`config.mk`:
```
export PLATFORM = sky130hd
export DESIGN_NAME = hazard_ctl
export DESIGN_NICKNAME = d
export VERILOG_FILES = /design/src/rtl/hz_pkg.sv /design/src/rtl/hz_src_match.sv /design/src/rtl/hz_loaduse.sv /design/src/rtl/hz_branch.sv /design/src/rtl/hazard_ctl.sv
export SDC_FILE = /design/constraint.sdc
export NUM_CORES = 1
export LEC_CHECK = 0
export ABC_AREA = 1
export BUFFER_PORTS_ARGS = -buffer_cell sky130_fd_sc_hd__buf_2
export CORE_AREA = 2 2 39 41
export DETAILED_ROUTE_END_ITERATION = 16
export DIE_AREA = 0 0 41 43
export MAX_ROUTING_LAYER = met4
export PLACE_DENSITY = 0.67
export SETUP_SLACK_MARGIN = 0.3
export SLEW_MARGIN = 0
export SYNTH_ARGS = -nofsm -noshare
export SYNTH_HDL_FRONTEND = slang
export SYNTH_SLANG_ARGS = --single-unit
```
`constraint.sdc`:
```
create_clock -name vclk -period 1.7
set_input_delay 0.425 -clock vclk [all_inputs]
set_output_delay 0.425 -clock vclk [all_outputs]
set_load 0.02 [all_outputs]
```
`src/rtl/hz_pkg.sv`:
```
package hz_pkg;
  typedef enum logic [1:0] {
    CLS_REG   = 2'b00,
    CLS_BR    = 2'b01,
    CLS_NOSRC = 2'b10,
    CLS_REG2  = 2'b11
  } dec_class_e;

  localparam int unsigned NSRC = 2;

  function automatic logic reads_sources(input dec_class_e c);
    return c != CLS_NOSRC;
  endfunction
endpackage

```
`src/rtl/hz_src_match.sv`:
```
module hz_src_match #(
  parameter int unsigned W    = 5,
  parameter int unsigned NSRC = 2
) (
  input  logic [NSRC-1:0][W-1:0] srcs,
  input  logic [W-1:0]           dst,
  input  logic                   en,
  output logic                   hit
);
  logic [NSRC-1:0] eq;
  logic            dst_live;

  assign dst_live = en && (dst != '0);

  for (genvar i = 0; i < NSRC; i++) begin : g_cmp
    assign eq[i] = (srcs[i] == dst);
  end

  assign hit = dst_live && (|eq);
endmodule

```
`src/rtl/hz_loaduse.sv`:
```
module hz_loaduse
  import hz_pkg::*;
#(
  parameter int unsigned W = 5
) (
  input  logic [NSRC-1:0][W-1:0] srcs,
  input  dec_class_e             cls,
  input  logic [W-1:0]           ex_dst,
  input  logic                   ex_memread,
  output logic                   stall
);
  logic hit;

  hz_src_match #(.W(W), .NSRC(NSRC)) u_m (
    .srcs(srcs), .dst(ex_dst), .en(ex_memread), .hit(hit)
  );

  assign stall = hit && reads_sources(cls);
endmodule

```
`src/rtl/hz_branch.sv`:
```
module hz_branch
  import hz_pkg::*;
#(
  parameter int unsigned W = 5
) (
  input  logic [NSRC-1:0][W-1:0] srcs,
  input  dec_class_e             cls,
  input  logic [W-1:0]           ex_dst,
  input  logic                   ex_regwrite,
  input  logic [W-1:0]           mem_dst,
  input  logic                   mem_regwrite,
  input  logic                   mem_memread,
  output logic                   stall
);
  logic is_br;
  logic hit_ex;
  logic hit_mem;

  assign is_br = (cls == CLS_BR);

  // Any producer one stage ahead is too late for a decode compare.
  hz_src_match #(.W(W), .NSRC(NSRC)) u_ex (
    .srcs(srcs), .dst(ex_dst), .en(ex_regwrite), .hit(hit_ex)
  );

  // Two stages ahead, only a load is still unresolved.
  hz_src_match #(.W(W), .NSRC(NSRC)) u_mem (
    .srcs(srcs), .dst(mem_dst), .en(mem_regwrite && mem_memread), .hit(hit_mem)
  );

  assign stall = is_br && (hit_ex || hit_mem);
endmodule

```
`src/rtl/hazard_ctl.sv`:
```
module hazard_ctl
  import hz_pkg::*;
#(
  parameter int unsigned REG_W = 5
) (
  input  logic             clk,
  input  logic             rst_n,
  input  logic [REG_W-1:0] id_rs,
  input  logic [REG_W-1:0] id_rt,
  input  logic [1:0]       id_class,
  input  logic             br_taken,
  input  logic [REG_W-1:0] ex_dst,
  input  logic             ex_regwrite,
  input  logic             ex_memread,
  input  logic [REG_W-1:0] mem_dst,
  input  logic             mem_regwrite,
  input  logic             mem_memread,
  output logic             pc_write,
  output logic             ifid_write,
  output logic             bubble,
  output logic             if_flush
);
  dec_class_e               cls;
  logic [NSRC-1:0][REG_W-1:0] srcs;
  logic                     lu_stall;
  logic                     br_stall;
  logic                     stall;

  assign cls     = dec_class_e'(id_class);
  assign srcs[0] = id_rs;
  assign srcs[1] = id_rt;

  hz_loaduse #(.W(REG_W)) u_lu (
    .srcs(srcs), .cls(cls), .ex_dst(ex_dst), .ex_memread(ex_memread),
    .stall(lu_stall)
  );

  hz_branch #(.W(REG_W)) u_br (
    .srcs(srcs), .cls(cls), .ex_dst(ex_dst), .ex_regwrite(ex_regwrite),
    .mem_dst(mem_dst), .mem_regwrite(mem_regwrite), .mem_memread(mem_memread),
    .stall(br_stall)
  );

  assign stall      = lu_stall || br_stall;
  assign bubble     = stall;
  assign pc_write   = !stall;
  assign ifid_write = !stall;
  assign if_flush   = (cls == CLS_BR) && br_taken && !stall;

  // a load producing a nonzero source of a reading instruction freezes fetch
  assert_loaduse_R1: assert property (@(posedge clk) disable iff (!rst_n)
    (ex_memread && ex_dst != '0 && (ex_dst == id_rs || ex_dst == id_rt)
     && id_class != 2'b10) |-> (!pc_write && bubble));

  // no destination other than zero means the zero register cannot stall
  assert_zero_reg_R6: assert property (@(posedge clk) disable iff (!rst_n)
    (ex_dst == '0 && mem_dst == '0) |-> (pc_write && ifid_write && !bubble));

  // an instruction without sources always advances
  assert_nosrc_R7: assert property (@(posedge clk) disable iff (!rst_n)
    (id_class == 2'b10) |-> (pc_write && !bubble && !if_flush));

  // a flush never coincides with a bubble
  assert_flush_hold_R9: assert property (@(posedge clk) disable iff (!rst_n)
    if_flush |-> (ifid_write && !bubble));

  // a forwarded ALU result two stages ahead is never waited on
  assert_mem_alu_R4: assert property (@(posedge clk) disable iff (!rst_n)
    (!ex_regwrite && !ex_memread && !mem_memread) |-> pc_write);
endmodule

```
==> run_results.csv, run 1 <==
group,metric,value,unit
placement,dp_hpwl,1.05,mm
timing,post-route-period-util,100,%
routing,drt-total-wl,1.23,mm
grt,antenna_found_initial,0,
routing,first_pass_iters,4,
logic_synthesis,synthesis.nets,131,
job,drv_cap,0,
grt,grt_max_degree,5,
logic_synthesis,synth-simple-area-share,67.7,%
cells_and_area,syn_to_final_growth,64.0,%
timing,drv_slew,0,
power,power_density,229,nW/um^2
logic_synthesis,synth_fa_ha_area_share,0,%
grt,grt_overflow,0,
routing,drc,0,
timing,finalHoldViolCount,0,
worst_setup_path,cp.arrival,1280,ps
logic_synthesis,ys_types,11,
power,peakVddDrop,92.9,uV
cells_and_area,nClkBuffers,0,
routing,ant_nets,0,
logic_synthesis,syn_avg_cell_area,4.22,um^2
logic_synthesis,synth-compound-area-share,1.16,%
cells_and_area,most-common-layout-cells,"nand2_1, buf_2, inv_2",
timing,period_minus_slack,1700,ps
power,leakage,0.463,nW
worst_setup_path,crit_path_end_kind,"output port",
timing,relSlewSlack,90.8,%
timing,fin_ws,-0.827,ps
floorplan,placement_rows,14,
grt,busiest_layer,"met2",
floorplan,start_util,31.1,%
cells_and_area,final_common_cell,"nand2_1",
timing,rsz0062_at_grt,"yes",
worst_setup_path,path_max_fanout,3,
outcome,outcome,"complete, but fails checks",
floorplan,fp.dieW,41,um
cells_and_area,fin_nets,163,
cells_and_area,seq_cells,0,
grt,first_global_vias,527,
floorplan,dieArea,1760,um^2
grt,use_met3,0,%
logic_synthesis,synth_top_family_by_area,"simple AND/OR/NAND/NOR gates",
logic_synthesis,synthCells,102,
logic_synthesis,synth_mux_area_share,0,%
grt,grt_use_total,14.7,%
cells_and_area,antenna_cells,0,
grt,use_met1,20.9,%
placement,numPortBuffers,31,
timing,finalSetupViolCount,1,
routing,dr_total_vias,647,
logic_synthesis,synth_xor_area_share,10.2,%
routing,via_per_inst,4.37,
timing,fmax,588,MHz
timing,hold_slack,1200,ps
cells_and_area,drive_gt1_share,40.2,%
grt,grt_pass1_wl,1.88,mm
cells_and_area,ff_latch_area,0,um^2
floorplan,die_h,43,um
floorplan,io-pin-count,33,
placement,gp_congestion,0.833,
power,power,0.162,mW
worst_hold_path,hold_path_class,"in -> out",
logic_synthesis,ys_warn_count,0,
logic_synthesis,ys_seq_area_share,0,%
floorplan,core-area,1380,um^2
timing,tightest_slew,137,ps
routing,routedWlPerCell,8.31,um
worst_setup_path,criticalPathCategory,"in -> out",
routing,initialDrtViolationCount,11,
timing,fin_tns_setup,-0.827,ps
grt,met2_usage,24.4,%
logic_synthesis,synth_area,430,um^2
outcome,failed_checks,"negative setup slack",
worst_setup_path,critPathLaunchType,"primary input",
worst_setup_path,cp.required,1270,ps
## repair_timing
action / CTS / global route
buffers inserted: 0 / 0
hold buffers: 0 / 0
pin swaps: 13 / 17
resized for setup: 15 / 22
setup endpoints to repair: 4 / 4
## worst paths after layout
check	depth (start not counted)	endpoint	slack, ps	start
worst max-delay path	11	if_flush	-0.8	id_rt[1]
worst min-delay path	4	if_flush	1200	br_taken
## routing by layer
| layer | vias up | part of all wire [%] |
|---|---|---|
| met5 | - | 0 |
| met2 | 21 | 51 |
| met3 | 0 | 7.5 |
| met4 | 0 | 0 |
| li1 | 359 | - |
| met1 | 267 | 42 |
## final cells by class
cell class / count / area [um^2]
fill: 148 / 678
timing repair buffer: 31 / 228
tap: 16 / 20.0
inverter: 22 / 90.1
multi-input combinational: 79 / 368
## critical path, stage by stage
cell	delay, ps
buf_4	120
inv_2	50
nand2_1	50
nand2_1	50
nor2_1	50
nand3_1	70
nand2_1	60
nand2_2	80
nand2_4	70
nor2_4	110
buf_6	120
## kinds of logic after synthesis
kind of cell | count (synthesis)
buffers and inverters | 23
xor gates and xnor gates | 5
AOI/OAI and AO/OA | 1
and+or+nand+nor | 73
## cell usage after synthesis
cell     number  area [um^2]
nand4_1       3         18.8
nand2_1      51          191
inv_1        20         75.1
nand3_1       4         20.0
inv_2         2         7.51
buf_4         1         7.51
nand2_2       2         12.5
o21ai_0       1         5.00
xor2_1        1         8.76
xnor2_1       4         35.0
nor2_1       13         48.8
## metrics by stage
| step | util, % | worst slack, ps | cells | instance area [um^2] |
|---|---|---|---|---|
| detailed placement | 44.3 | -15.9 | 148 | 613 |
| floorplan | - | 134 | 102 | 449 |
| global placement | 44.3 | -8.92 | 148 | 613 |
| global route | 51.0 | -69.3 | 148 | 706 |
| CTS | 47.5 | 3.90 | 148 | 657 |
| finish | 51.0 | -0.827 | 148 | 706 |
## power by group
group	switching [mW]	total, mW	internal (mW)
Combinational	0.0832	0.162	0.0787
Sequential	0	0	0
Clock	0	0	0
(Power assumes the default switching activity.)
==> inputs of run 2 (changes only) <==
Settings changed: PLACE_DENSITY 0.67 to not set, PLACE_DENSITY_LB_ADDON set to 0.1.
==> run 2 against run 1 <==
The flow still finishes with violations (negative setup slack); wire length shrank 10%; power is 1.3% lower; final cell count is the same; first-iteration DRC count increased by 18%; sequential cell count is the same; sequential share of layout area stayed put; combinational power is essentially flat; die area did not move; worst hold slack worse by 1.3 ps; cell area stayed put; non-clock buffer count did not move; core utilization is the same; largest power group unchanged; highest routed layer unchanged.
==> run_results.csv, run 2 (same netlist as run 1, synthesis figures left out) <==
group,metric,value,unit
timing,fin_ws,-6.80,ps
worst_setup_path,path_max_fanout,3,
timing,drv_slew,0,
routing,via_per_inst,4.30,
floorplan,io-pin-count,33,
cells_and_area,finalNonFillerCells,148,
grt,first_global_vias,450,
cells_and_area,antenna_cells,0,
worst_setup_path,cp.required,1270,ps
timing,finalHoldViolCount,0,
cells_and_area,most-common-layout-cells,"nand2_1, buf_2, inv_2",
floorplan,die_h,43,um
timing,period_minus_slack,1710,ps
grt,antenna_found_initial,0,
cells_and_area,seq_cells,0,
timing,fin_tns_setup,-6.80,ps
cells_and_area,nClkBuffers,0,
worst_hold_path,min_path_cells,4,
cts,cts_setup_buffers,0,
timing,hold_slack,1200,ps
routing,first_pass_iters,4,
job,drv_cap,0,
cells_and_area,final_common_cell,"nand2_1",
routing,drt-total-wl,1.10,mm
floorplan,fp.dieW,41,um
routing,dr_total_vias,636,
placement,dp_hpwl,976,um
timing,rsz0062_at_grt,"yes",
cells_and_area,ff_latch_area,0,um^2
power,leakage,0.466,nW
routing,initialDrtViolationCount,13,
placement,numPortBuffers,31,
worst_setup_path,criticalPathCategory,"in -> out",
grt,grt_max_degree,5,
cts,cts_hold_buf,0,
grt,grt_use_total,13.5,%
timing,fmax,586,MHz
worst_setup_path,critPathLaunchType,"primary input",
routing,routedWlPerCell,7.44,um
outcome,failed_checks,"negative setup slack",
timing,tightest_slew,149,ps
floorplan,placement_rows,14,
worst_setup_path,cp.arrival,1280,ps
floorplan,dieArea,1760,um^2
worst_hold_path,hp-start,"br_taken",
timing,post-route-period-util,100,%
worst_setup_path,crit_path_end_kind,"output port",
timing,finalSetupViolCount,1,
routing,drc,0,
placement,gp_congestion,0.778,
worst_hold_path,hold_path_class,"in -> out",
power,peakVddDrop,95.1,uV
power,power_density,226,nW/um^2
worst_hold_path,hold-path-endpoint,"if_flush",
cells_and_area,syn_to_final_growth,64.0,%
grt,grt_pass1_wl,1.70,mm
outcome,outcome,"complete, but fails checks",
grt,grt_overflow,0,
timing,relSlewSlack,90.0,%
cells_and_area,drive_gt1_share,40.9,%
placement,placed_cells,148,
routing,ant_nets,0,
floorplan,core-area,1380,um^2
floorplan,start_util,31.1,%
cells_and_area,fin_nets,163,
==> run 2: power by group <==
group          total (mW)  switching (mW)  internal (mW)
clock network           0               0              0
logic               0.160          0.0821         0.0777
registers               0               0              0
==> run 2: per-layer routing <==
layer / GRT usage, % / up-vias / routed length [um]
met3: 0 / 0 / 54
met1: 18.4 / 265 / 495
met4: 0 / 0 / 0
li1: - / 356 / -
met5: - / - / 0
met2: 23.1 / 15 / 551
==> run 2: how the worst max path moves through the flow <==
stage,start,slack [ps],depth (start not counted),endpoint
finish,ex_dst[1],-7,9,if_flush
global route,mem_dst[2],-70,11,if_flush
CTS,ex_dst[0],-6,9,pc_write
detailed placement,ex_dst[1],-30,9,if_flush
global placement,id_rt[0],-30,9,if_flush
floorplan,ex_dst[3],130,10,pc_write
==> run 2: final cells by class <==
class,instances,area (um^2)
tap,16,20.0
multi-input combinational,79,378
timing repair buffer,31,223
inverter,22,85.1
fill,176,678
==> run 2: metrics by stage <==
| stage | worst slack (ps) | instance area, um^2 | power, mW | utilization (%) |
|---|---|---|---|---|
| after floorplan | 134 | 449 | 0.0792 | - |
| after global placement | -29.2 | 613 | 0.135 | 44.3 |
| after detailed placement | -27.5 | 613 | 0.136 | 44.3 |
| after CTS | -6.01 | 652 | 0.146 | 47.1 |
| after global routing | -68.2 | 706 | 0.180 | 51.0 |
| final | -6.80 | 706 | 0.160 | 51.0 |
==> run 2: repair_timing <==
action	in CTS	in global routing
gates cloned	0	0
endpoints found under the setup margin	4	4
gates resized for setup	14	22
pin swaps	8	16
==> run 2: worst max-delay path, stage by stage <==
cell     delay [ps]
buf_2           120
inv_2            70
nand4_1         110
o21ai_1         140
inv_1            50
nand2_2          80
nand2_4          70
nor2_4          100
buf_6           110
==> inputs of run 3 (changes only) <==
Settings changed: CORE_AREA 2 2 39 41 to 2 2 49 47, DIE_AREA 0 0 41 43 to 0 0 51 49, SYNTH_HIERARCHICAL set to 1.
==> run 3 against run 2 <==
The run still ends with negative setup slack left; via count up 37%; combinational power up 44%; power up 44%; worst hold slack better by 22 ps; die area up 42%; first-iteration DRC count down 31%; synthesized cell count up 49%; clock-buffer cell count unchanged; critical endpoint unchanged; largest power group unchanged.
==> run_results.csv, run 3 <==
group,metric,value,unit
power,power_density,226,nW/um^2
cells_and_area,fin_nets,214,
placement,dp_hpwl,1.47,mm
cells_and_area,most-common-layout-cells,"nand2_1, inv_1, nor2_1",
worst_setup_path,path_max_fanout,6,
cells_and_area,syn_to_final_growth,53.1,%
grt,grt_pass1_wl,2.71,mm
logic_synthesis,yosys.area.top_type,"nand2_1",
floorplan,core-area,2020,um^2
power,combinationalPowerShare,100.0,%
logic_synthesis,synthCells,152,
timing,fin_ws,-225,ps
worst_hold_path,hp-start,"br_taken",
timing,fmax,519,MHz
outcome,outcome,"complete, but fails checks",
worst_setup_path,criticalPathCategory,"in -> out",
worst_hold_path,hold_path_class,"in -> out",
logic_synthesis,synth_top_area_share,36.7,%
floorplan,io-pin-count,33,
logic_synthesis,ys_types,13,
timing,finalSetupViolCount,4,
logic_synthesis,ys_seq_area_share,0,%
routing,routedWlPerCell,8.07,um
cells_and_area,nClkBuffers,0,
power,power,0.230,mW
grt,grt_use_total,13.5,%
timing,finalHoldViolCount,0,
worst_setup_path,cp.arrival,1500,ps
placement,placed_cells,210,
placement,gp_congestion,0.749,
job,drv_cap,0,
grt,grt_max_degree,8,
power,switching_share,51.0,%
timing,drv_slew,0,
power,clkPwrFrac,0,%
timing,rsz0062_at_grt,"yes",
power,p_seq_share,0,%
timing,period_minus_slack,1930,ps
logic_synthesis,synthesis.nets,181,
worst_setup_path,path_cells,"buf_6, inv_2, nand2_1, nand2_1, nor2_1, nand3_1, a21oi_2, inv_1, a21oi_2, inv_2, nand2_4, nor2_4, buf_6",
outcome,failed_checks,"negative setup slack",
worst_setup_path,crit_path_max_incr_delay,150,ps
worst_setup_path,cp_slowest_cell,"a21oi_2",
placement,dp_slack,-315,ps
routing,drt-total-wl,1.69,mm
logic_synthesis,syn_avg_cell_area,4.37,um^2
floorplan,placement_rows,16,
logic_synthesis,synth_commonest_cells,"nand2_1, inv_1, nor2_1",
timing,tightest_slew,200,ps
cells_and_area,ff_latch_area,0,um^2
routing,drc,0,
cells_and_area,final_common_cell,"nand2_1",
placement,numPortBuffers,31,
grt,antenna_found_initial,0,
cts,cts_setup_buffers,0,
power,peakVddDrop,91.9,uV
logic_synthesis,post-synth-top-count-cell,"nand2_1",
cells_and_area,finalNonFillerCells,210,
floorplan,dieArea,2500,um^2
logic_synthesis,synth_area,664,um^2
logic_synthesis,ys_warn_count,6,
power,p_int,0.113,mW
routing,first_pass_iters,5,
routing,dr_total_vias,873,
cells_and_area,antenna_cells,0,
worst_setup_path,crit_path_end_kind,"output port",
timing,post-route-period-util,113,%
worst_hold_path,min_path_cells,4,
routing,ant_nets,0,
power,p_sw,0.118,mW
floorplan,fp.dieW,51,um
timing,relSlewSlack,86.5,%
floorplan,start_util,32.9,%
cells_and_area,drive_gt1_share,32.2,%
logic_synthesis,synthTopCellsByArea,"nand2_1, inv_1, nor2_1",
worst_setup_path,critPathLaunchType,"primary input",
timing,fin_tns_setup,-881,ps
worst_setup_path,cp.required,1270,ps
routing,initialDrtViolationCount,9,
routing,via_per_inst,4.16,
grt,grt_overflow,0,
timing,hold_slack,1220,ps
worst_setup_path,critPathLaunch,"ex_dst[3]",
floorplan,die_h,49,um
power,leakage,0.642,nW
grt,first_global_vias,678,
cells_and_area,seq_cells,0,
## run 3: final timing paths
kind | endpoint
worst max-delay path | if_flush
worst min-delay path | if_flush
## run 3: logic make-up after synthesis
family	Yosys count	share of synthesized area [%]
AOI/OAI and AO/OA	7	7.53
xor gates and xnor gates	9	11.9
buffers and inverters	45	26.0
and+or+nand+nor	91	54.6
## run 3: through the flow
stage               util, %  area [um^2]
floorplan                 -          676
global placement       42.6          861
detailed placement     42.6          861
CTS                    47.4          958
global route           50.3         1020
finish                 50.3         1020
## run 3: layout make-up
class                           count  area [um^2]
Inverter                           44          178
Tap cell                           27         33.8
Fill cell                         233         1000
Timing Repair Buffer               32          297
Multi-Input combinational cell    107          509
## run 3: what timing repair did
action	in CTS	in global routing
endpoints found under the setup margin	4	4
gates resized for setup	35	19
pin swaps	14	14
hold buffers	0	0
## run 3: power groups by stage
| stage | registers [mW] | logic, mW | clock network (mW) |
|---|---|---|---|
| 4_1_cts | 0 | 0.216 | 0 |
| 5_1_grt | 0 | 0.259 | 0 |
| 2_1_floorplan | 0 | 0.111 | 0 |
| 6_report | 0 | 0.230 | 0 |
| 3_3_place_gp | 0 | 0.185 | 0 |
| 3_5_place_dp | 0 | 0.189 | 0 |
## run 3: worst max-delay path: cells and delay by family
family          cells  cell delay [ps]
compound gates      2              260
buf+inv             5              370
simple gates        6              450
## run 3: layer usage
layer	part of all wire, %	global-route usage, %	vias to the layer above
li1	-	-	497
met1	46	19.3	355
met2	49	22.9	21
met3	4.5	0	0
met4	0	0	0
met5	0	-	-
